`src/rtl/tlbx_pkg.sv`:
```
package tlbx_pkg;
  localparam int VA_W  = 32;
  localparam int PA_W  = 20;
  localparam int OFF_W = 15;
  localparam int VPN_W = VA_W - OFF_W;
  localparam int PPN_W = PA_W - OFF_W;

  typedef struct packed {
    logic             vld;
    logic [VPN_W-1:0] tag;
    logic [PPN_W-1:0] ppn;
    logic             rd;
    logic             wr;
  } tlbx_entry_t;
endpackage

```
`src/rtl/tlbx_match.sv`:
```
module tlbx_match
  import tlbx_pkg::*;
#(
  parameter int N = 4
) (
  input  tlbx_entry_t [N-1:0] ents,
  input  logic [VPN_W-1:0]    vpn,
  output logic [N-1:0]        hit_vec
);
  for (genvar i = 0; i < N; i++) begin : g_cmp
    assign hit_vec[i] = ents[i].vld && (ents[i].tag == vpn);
  end
endmodule

```
`src/rtl/tlbx_age.sv`:
```
module tlbx_age #(
  parameter  int N  = 4,
  localparam int IW = $clog2(N)
) (
  input  logic          clk,
  input  logic          rst_n,
  input  logic          touch_en,
  input  logic [IW-1:0] touch_idx,
  input  logic [N-1:0]  valid_vec,
  output logic [IW-1:0] victim_idx
);
  logic [N-1:0][IW-1:0] age_q, age_d;
  logic                 found;

  // ages form a permutation: 0 = youngest, N-1 = oldest
  always_comb begin
    age_d = age_q;
    for (int i = 0; i < N; i++) begin
      if (IW'(i) == touch_idx) age_d[i] = '0;
      else if (age_q[i] < age_q[touch_idx]) age_d[i] = age_q[i] + 1'b1;
    end
  end

  always_comb begin
    victim_idx = '0;
    found      = 1'b0;
    for (int i = 0; i < N; i++) begin
      if (!valid_vec[i] && !found) begin
        victim_idx = IW'(i);
        found      = 1'b1;
      end
    end
    if (!found) begin
      for (int i = 0; i < N; i++) begin
        if (age_q[i] == IW'(N-1)) victim_idx = IW'(i);
      end
    end
  end

  always_ff @(posedge clk or negedge rst_n) begin
    if (!rst_n) begin
      for (int i = 0; i < N; i++) age_q[i] <= IW'(i);
    end else if (touch_en) begin
      age_q <= age_d;
    end
  end
endmodule

```
`src/rtl/tlbx_top.sv`:
```
module tlbx_top
  import tlbx_pkg::*;
#(
  parameter  int ENTRIES = 4,
  localparam int IW      = $clog2(ENTRIES)
) (
  input  logic             clk,
  input  logic             rst_n,
  input  logic             req_valid,
  input  logic [VA_W-1:0]  req_vaddr,
  input  logic             req_write,
  input  logic             fill_valid,
  input  logic [VPN_W-1:0] fill_vpn,
  input  logic [PPN_W-1:0] fill_ppn,
  input  logic             fill_rd,
  input  logic             fill_wr,
  input  logic             flush,
  output logic             rsp_valid,
  output logic             rsp_hit,
  output logic             rsp_miss,
  output logic             rsp_fault,
  output logic [PA_W-1:0]  rsp_paddr,
  output logic [VPN_W-1:0] walk_vpn
);
  tlbx_entry_t [ENTRIES-1:0] ents_q, ents_d;
  logic [ENTRIES-1:0] req_hv, fill_hv, vld_vec;
  logic [VPN_W-1:0]   req_vpn;
  tlbx_entry_t        sel_e;
  logic               perm_ok, lk_hit, grant, deny, lk_miss;
  logic               fill_take, touch_en, ents_we;
  logic [IW-1:0]      victim_idx, fill_slot, touch_idx;

  logic               v_q, h_q, m_q, f_q;
  logic [PA_W-1:0]    pa_q, pa_d;
  logic [VPN_W-1:0]   wv_q, wv_d;

  function automatic logic [IW-1:0] oh2idx(input logic [ENTRIES-1:0] oh);
    logic [IW-1:0] r;
    r = '0;
    for (int i = 0; i < ENTRIES; i++) if (oh[i]) r = r | IW'(i);
    return r;
  endfunction

  assign req_vpn = req_vaddr[VA_W-1:OFF_W];

  for (genvar i = 0; i < ENTRIES; i++) begin : g_vld
    assign vld_vec[i] = ents_q[i].vld;
  end

  tlbx_match #(.N(ENTRIES)) u_req_match (
    .ents(ents_q), .vpn(req_vpn), .hit_vec(req_hv)
  );

  tlbx_match #(.N(ENTRIES)) u_fill_match (
    .ents(ents_q), .vpn(fill_vpn), .hit_vec(fill_hv)
  );

  tlbx_age #(.N(ENTRIES)) u_age (
    .clk(clk), .rst_n(rst_n), .touch_en(touch_en), .touch_idx(touch_idx),
    .valid_vec(vld_vec), .victim_idx(victim_idx)
  );

  // lookup against current contents
  always_comb begin
    sel_e = '0;
    for (int i = 0; i < ENTRIES; i++) if (req_hv[i]) sel_e = ents_q[i];
  end

  assign perm_ok = req_write ? sel_e.wr : sel_e.rd;
  assign lk_hit  = req_valid & (|req_hv);
  assign grant   = lk_hit & perm_ok;
  assign deny    = lk_hit & ~perm_ok;
  assign lk_miss = req_valid & ~(|req_hv);

  // fill placement and replacement bookkeeping
  assign fill_slot = (|fill_hv) ? oh2idx(fill_hv) : victim_idx;
  assign fill_take = fill_valid & ~flush;
  assign touch_en  = fill_take | grant;
  assign touch_idx = fill_take ? fill_slot : oh2idx(req_hv);
  assign ents_we   = flush | fill_valid;

  always_comb begin
    ents_d = ents_q;
    if (flush) begin
      for (int i = 0; i < ENTRIES; i++) ents_d[i].vld = 1'b0;
    end else if (fill_valid) begin
      ents_d[fill_slot].vld = 1'b1;
      ents_d[fill_slot].tag = fill_vpn;
      ents_d[fill_slot].ppn = fill_ppn;
      ents_d[fill_slot].rd  = fill_rd;
      ents_d[fill_slot].wr  = fill_wr;
    end
  end

  always_ff @(posedge clk or negedge rst_n) begin
    if (!rst_n)       ents_q <= '0;
    else if (ents_we) ents_q <= ents_d;
  end

  // response next state
  assign pa_d = grant ? {sel_e.ppn, req_vaddr[OFF_W-1:0]} : '0;
  assign wv_d = lk_miss ? req_vpn : '0;

  always_ff @(posedge clk or negedge rst_n) begin
    if (!rst_n) begin
      v_q  <= 1'b0;
      h_q  <= 1'b0;
      m_q  <= 1'b0;
      f_q  <= 1'b0;
      pa_q <= '0;
      wv_q <= '0;
    end else begin
      v_q  <= req_valid;
      h_q  <= grant;
      m_q  <= lk_miss;
      f_q  <= deny;
      pa_q <= pa_d;
      wv_q <= wv_d;
    end
  end

  assign rsp_valid = v_q;
  assign rsp_hit   = h_q;
  assign rsp_miss  = m_q;
  assign rsp_fault = f_q;
  assign rsp_paddr = pa_q;
  assign walk_vpn  = wv_q;
endmodule

```
`config.mk`:
```
export PLATFORM = sky130hd
export DESIGN_NAME = tlbx_top
export DESIGN_NICKNAME = d
export VERILOG_FILES = /design/src/rtl/tlbx_pkg.sv /design/src/rtl/tlbx_match.sv /design/src/rtl/tlbx_age.sv /design/src/rtl/tlbx_top.sv
export SDC_FILE = /design/constraint.sdc
export NUM_CORES = 1
export LEC_CHECK = 0
export ABC_AREA = 1
export CORE_UTILIZATION = 32
export CTS_CLUSTER_SIZE = 12
export DETAILED_ROUTE_END_ITERATION = 10
export HOLD_SLACK_MARGIN = 0.03
export MAX_ROUTING_LAYER = met4
export PLACE_DENSITY = 0.47
export SYNTH_ARGS = -nofsm -noshare
export SYNTH_HDL_FRONTEND = slang
export SYNTH_SLANG_ARGS = --single-unit
export TNS_END_PERCENT = 5
```
`constraint.sdc`:
```
create_clock -name clk -period 3.95 [get_ports clk]
set_clock_uncertainty 0.2 [all_clocks]
set_input_delay 0.395 -clock clk [delete_from_list [all_inputs] [get_ports clk]]
set_output_delay 0.395 -clock clk [all_outputs]
set_load 0.01 [all_outputs]
```
==> summary.md <==
| Metric | Value |
|---|---|
| Outcome | finished clean |
| Syn_nets | 1442 |
| WHS | 0.260 ns |
| Final setup viols | 0 |
| Most frequent cells in the layout | nand2_1, nor2_1, inv_1, dfrtp_1, o21ai_0 |
| Post-CTS resize count | 0 |
| GRT Total Usage | approximately 29% |
| I/O pins | 103 |
| Crit path kind | in -> reg |
| Grt ovf | 0 |
| Synth warn | 0 |
| Crit start category | input pin |
| Via count | between 9000 and 10000 |
| WP data required | 4.09 ns |
| Worst-path clk slew | ~0.07 ns |
| Final ANT Viol Nets | 0 |
| HP Class | in -> reg |
| First-pass GRT wire length | a little under 60000 µm |
| Placed insts | approximately 1900 |
| Area Growth Syn to Fin | 23.9% |
| Die Ht | 171 µm |
| CTS tree | built |
| Largest cells by area after synthesis | dfrtp_1, nand2_1, o21ai_0 |
| Number of global-route vias before repair | 9159 |
| Count of distinct cell types in the synthesized netlist | 41 |
| Syn avg cell area | roughly 6.7 µm² |
| Setup crit start | req_vaddr[18] |
| Port bufs | about 100 |
| Critical Path Sink Type | flip-flop |
| Min Tclk post-route | approximately 3.2 ns |
| Synth area leader | dfrtp_1 |
| Seq/Total Area, Yosys | around two fifths |
| Layout cells sized above 1 | between 6 and 7% |
| FP Rows | between 60 and 70 |
| Nets@finish | ~1600 |
| Area post-placement | around 0.011 mm² |
| Reg2reg end | u_age.age_q[4] |
| CP endpoint | u_age.age_q[4] |
| Drt via density | roughly 5 |
| Max FO, Critical Path | 16 |
| Detail Placement HPWL | 31700 µm |
| Initial DRC count | 837 |
| Hold Fails Final Rpt | 0 |
| Pleak | around 5.8 nW |
| Wirelength, routed | slightly below 40000 µm |
| # clock sinks | 149 |
| Total chip power | 0.00561 W |
| Cells on worst reg2reg path | 16 |
| Final Non-Filler Cells | 1888 |
| Pre-antenna DRT Iters | 7 |
| VDD IR-drop max | between 200 and 300 µV |
| RSZ-0062 raised after global routing | no |
| Finished layout cell area | ~0.011 mm² |
| R2r startpoint | ents_q[35] |
| Worst skew pair latency | 0.44 ns |
| Number of flops mapped to enable cells by yosys | 0 |
| DR WL/cell | between 20 and 25 µm |
| Maxcap violations | 0 |
| Routability cong. | between 1 and 1.5 |
| Core Area | roughly 0.028 mm² |
| Pwr Density | between 400 and 500 mW/mm² |
| Fmax | between 0.3 and 0.4 GHz |
| H-tree depth | 4 |
| ANT cells | 0 |
| Clock Tree Root | clkbuf_16 |
| Post-synthesis register bit count | roughly 150 |
| Chip width | roughly 170 µm |
| Critical Path AT | ~3.4 ns |
| DRC | 0 |
| Setup repair bufs after CTS | 0 |
| Crit share post-route | ~80% |
| Ys flop type | dfrtp_1 |
| Initial antenna violation count | 0 |
| CTS buffer count | 17 |
| Post-synth ARST share | 100% |
| Starting Density | around a third |
| Most common cell after layout, fill and taps aside | nand2_1 |
| Slew headroom | between 40% and 50% |
| Fin Setup TNS | 0 ns |
| Top cell type's share of synthesized area | roughly 40% |
| Fin. max-slew vios | 0 |
| Largest net degree at the start of global routing | about 90 |
| Clock Tree Buf Depth | 2 |
| Post-Syn Area | a little over 0.009 mm² |
| Flop2flop setup slack | 0.92 ns |
| Die area | 0.0294 mm² |
| Worst slew pin tran | about 0.86 ns |
| Cells after Synth | between 1000 and 1500 |
-- sequential cells by signal, indices dropped and copies added, names as in the netlist --
name / cells
rsp_valid: 1
rsp_paddr: 20
walk_vpn: 17
rsp_miss: 1
rsp_fault: 1
u_age.age_q: 8
ents_q: 100
rsp_hit: 1
-- how the worst min path moves through the flow --
stage / startpoint / end / depth (start not counted)
floorplan: rst_n / ents_q[0] / 0
global placement: ents_q[79] / ents_q[79] / 2
detailed placement: ents_q[79] / ents_q[79] / 2
CTS: req_vaddr[8] / rsp_paddr[8] / 3
global route: req_vaddr[6] / rsp_paddr[6] / 3
finish: req_vaddr[8] / rsp_paddr[8] / 3
-- metal layers --
metal | GRT usage, % | wire, µm | part of all wire [%]
met1 | 41.7 | 19500 | 50
met2 | 39.8 | 16000 | 41
met3 | 3.13 | 2260 | 5.8
met4 | 12.5 | 1400 | 3.6
met5 | - | 0 | 0
-- cell type report --
cell class,instances,area (µm²)
clock buffer,18,429
timing repair buffer,130,1270
multi-input combinational,1012,4600
tap,378,473
clock inverter,14,158
sequential,149,3730
fill,3113,16600
inverter,187,702
-- Yosys cell counts (5+ instances only) --
library cell / instances
buf_2: 9
nand3_1: 67
nand3b_1: 6
nand3_2: 5
xnor2_1: 12
dfrtp_1: 145
xor2_1: 17
nand2_1: 466
nor2_1: 187
o211ai_1: 8
nor4_1: 9
a21oi_1: 9
inv_1: 171
clkbuf_1: 13
nand4_1: 28
inv_2: 16
nor3_1: 28
o21ai_0: 142
-- report_power, final --
group / total (W) / switching, W / internal, W
Clock: 0.00168 / 0.000781 / 0.000903
Combinational: 0.00170 / 0.00112 / 0.000579
Sequential: 0.00223 / 0.000406 / 0.00182
Total: 0.00561 / 0.00231 / 0.00331
-- stage by stage --
| stage | setup WS [ns] | utilization (%) |
|---|---|---|
| finish | 0.729 | 40.6 |
| global route | 0.447 | 40.6 |
| CTS | 0.744 | 40.6 |
| detailed placement | 0.297 | 38.5 |
| global placement | 0.258 | 38.5 |
| floorplan | 1.61 | - |
-- logic make-up (layout without fill, tap and decap cells) --
family | Yosys count | in the layout | synth area share (%)
buffers and inverters | 215 | 349 | 9.18
adders and majority gates | 4 | 4 | 0.546
xor gates and xnor gates | 29 | 29 | 2.77
and+or+nand+nor | 814 | 814 | 37.4
DFF | 149 | 149 | 40.7
AOI/OAI and AO/OA | 165 | 165 | 9.41
-- critical path, stage by stage --
cell and delay (ns):
clkdlybuf4s50_1 0.55, inv_2 0.20, nor2_1 0.09, nor2_1 0.24, nand3_1 0.12, nor3_1 0.20, nand4_2 0.44, nand3_4 0.29
nand2_4 0.11, nand2_1 0.08, nand3_1 0.16, nand3_1 0.14, nand3_1 0.07, nand2_1 0.10, nand2_1 0.07, nand2_1 0.06
nand2_1 0.04
-- what timing repair did --
item / CTS / global route
hold buffers: 1 / 0
endpoints found under the setup margin: 0 / 0
endpoints found under the hold margin: 88 / 0
Power figures use the tool's default switching activity.
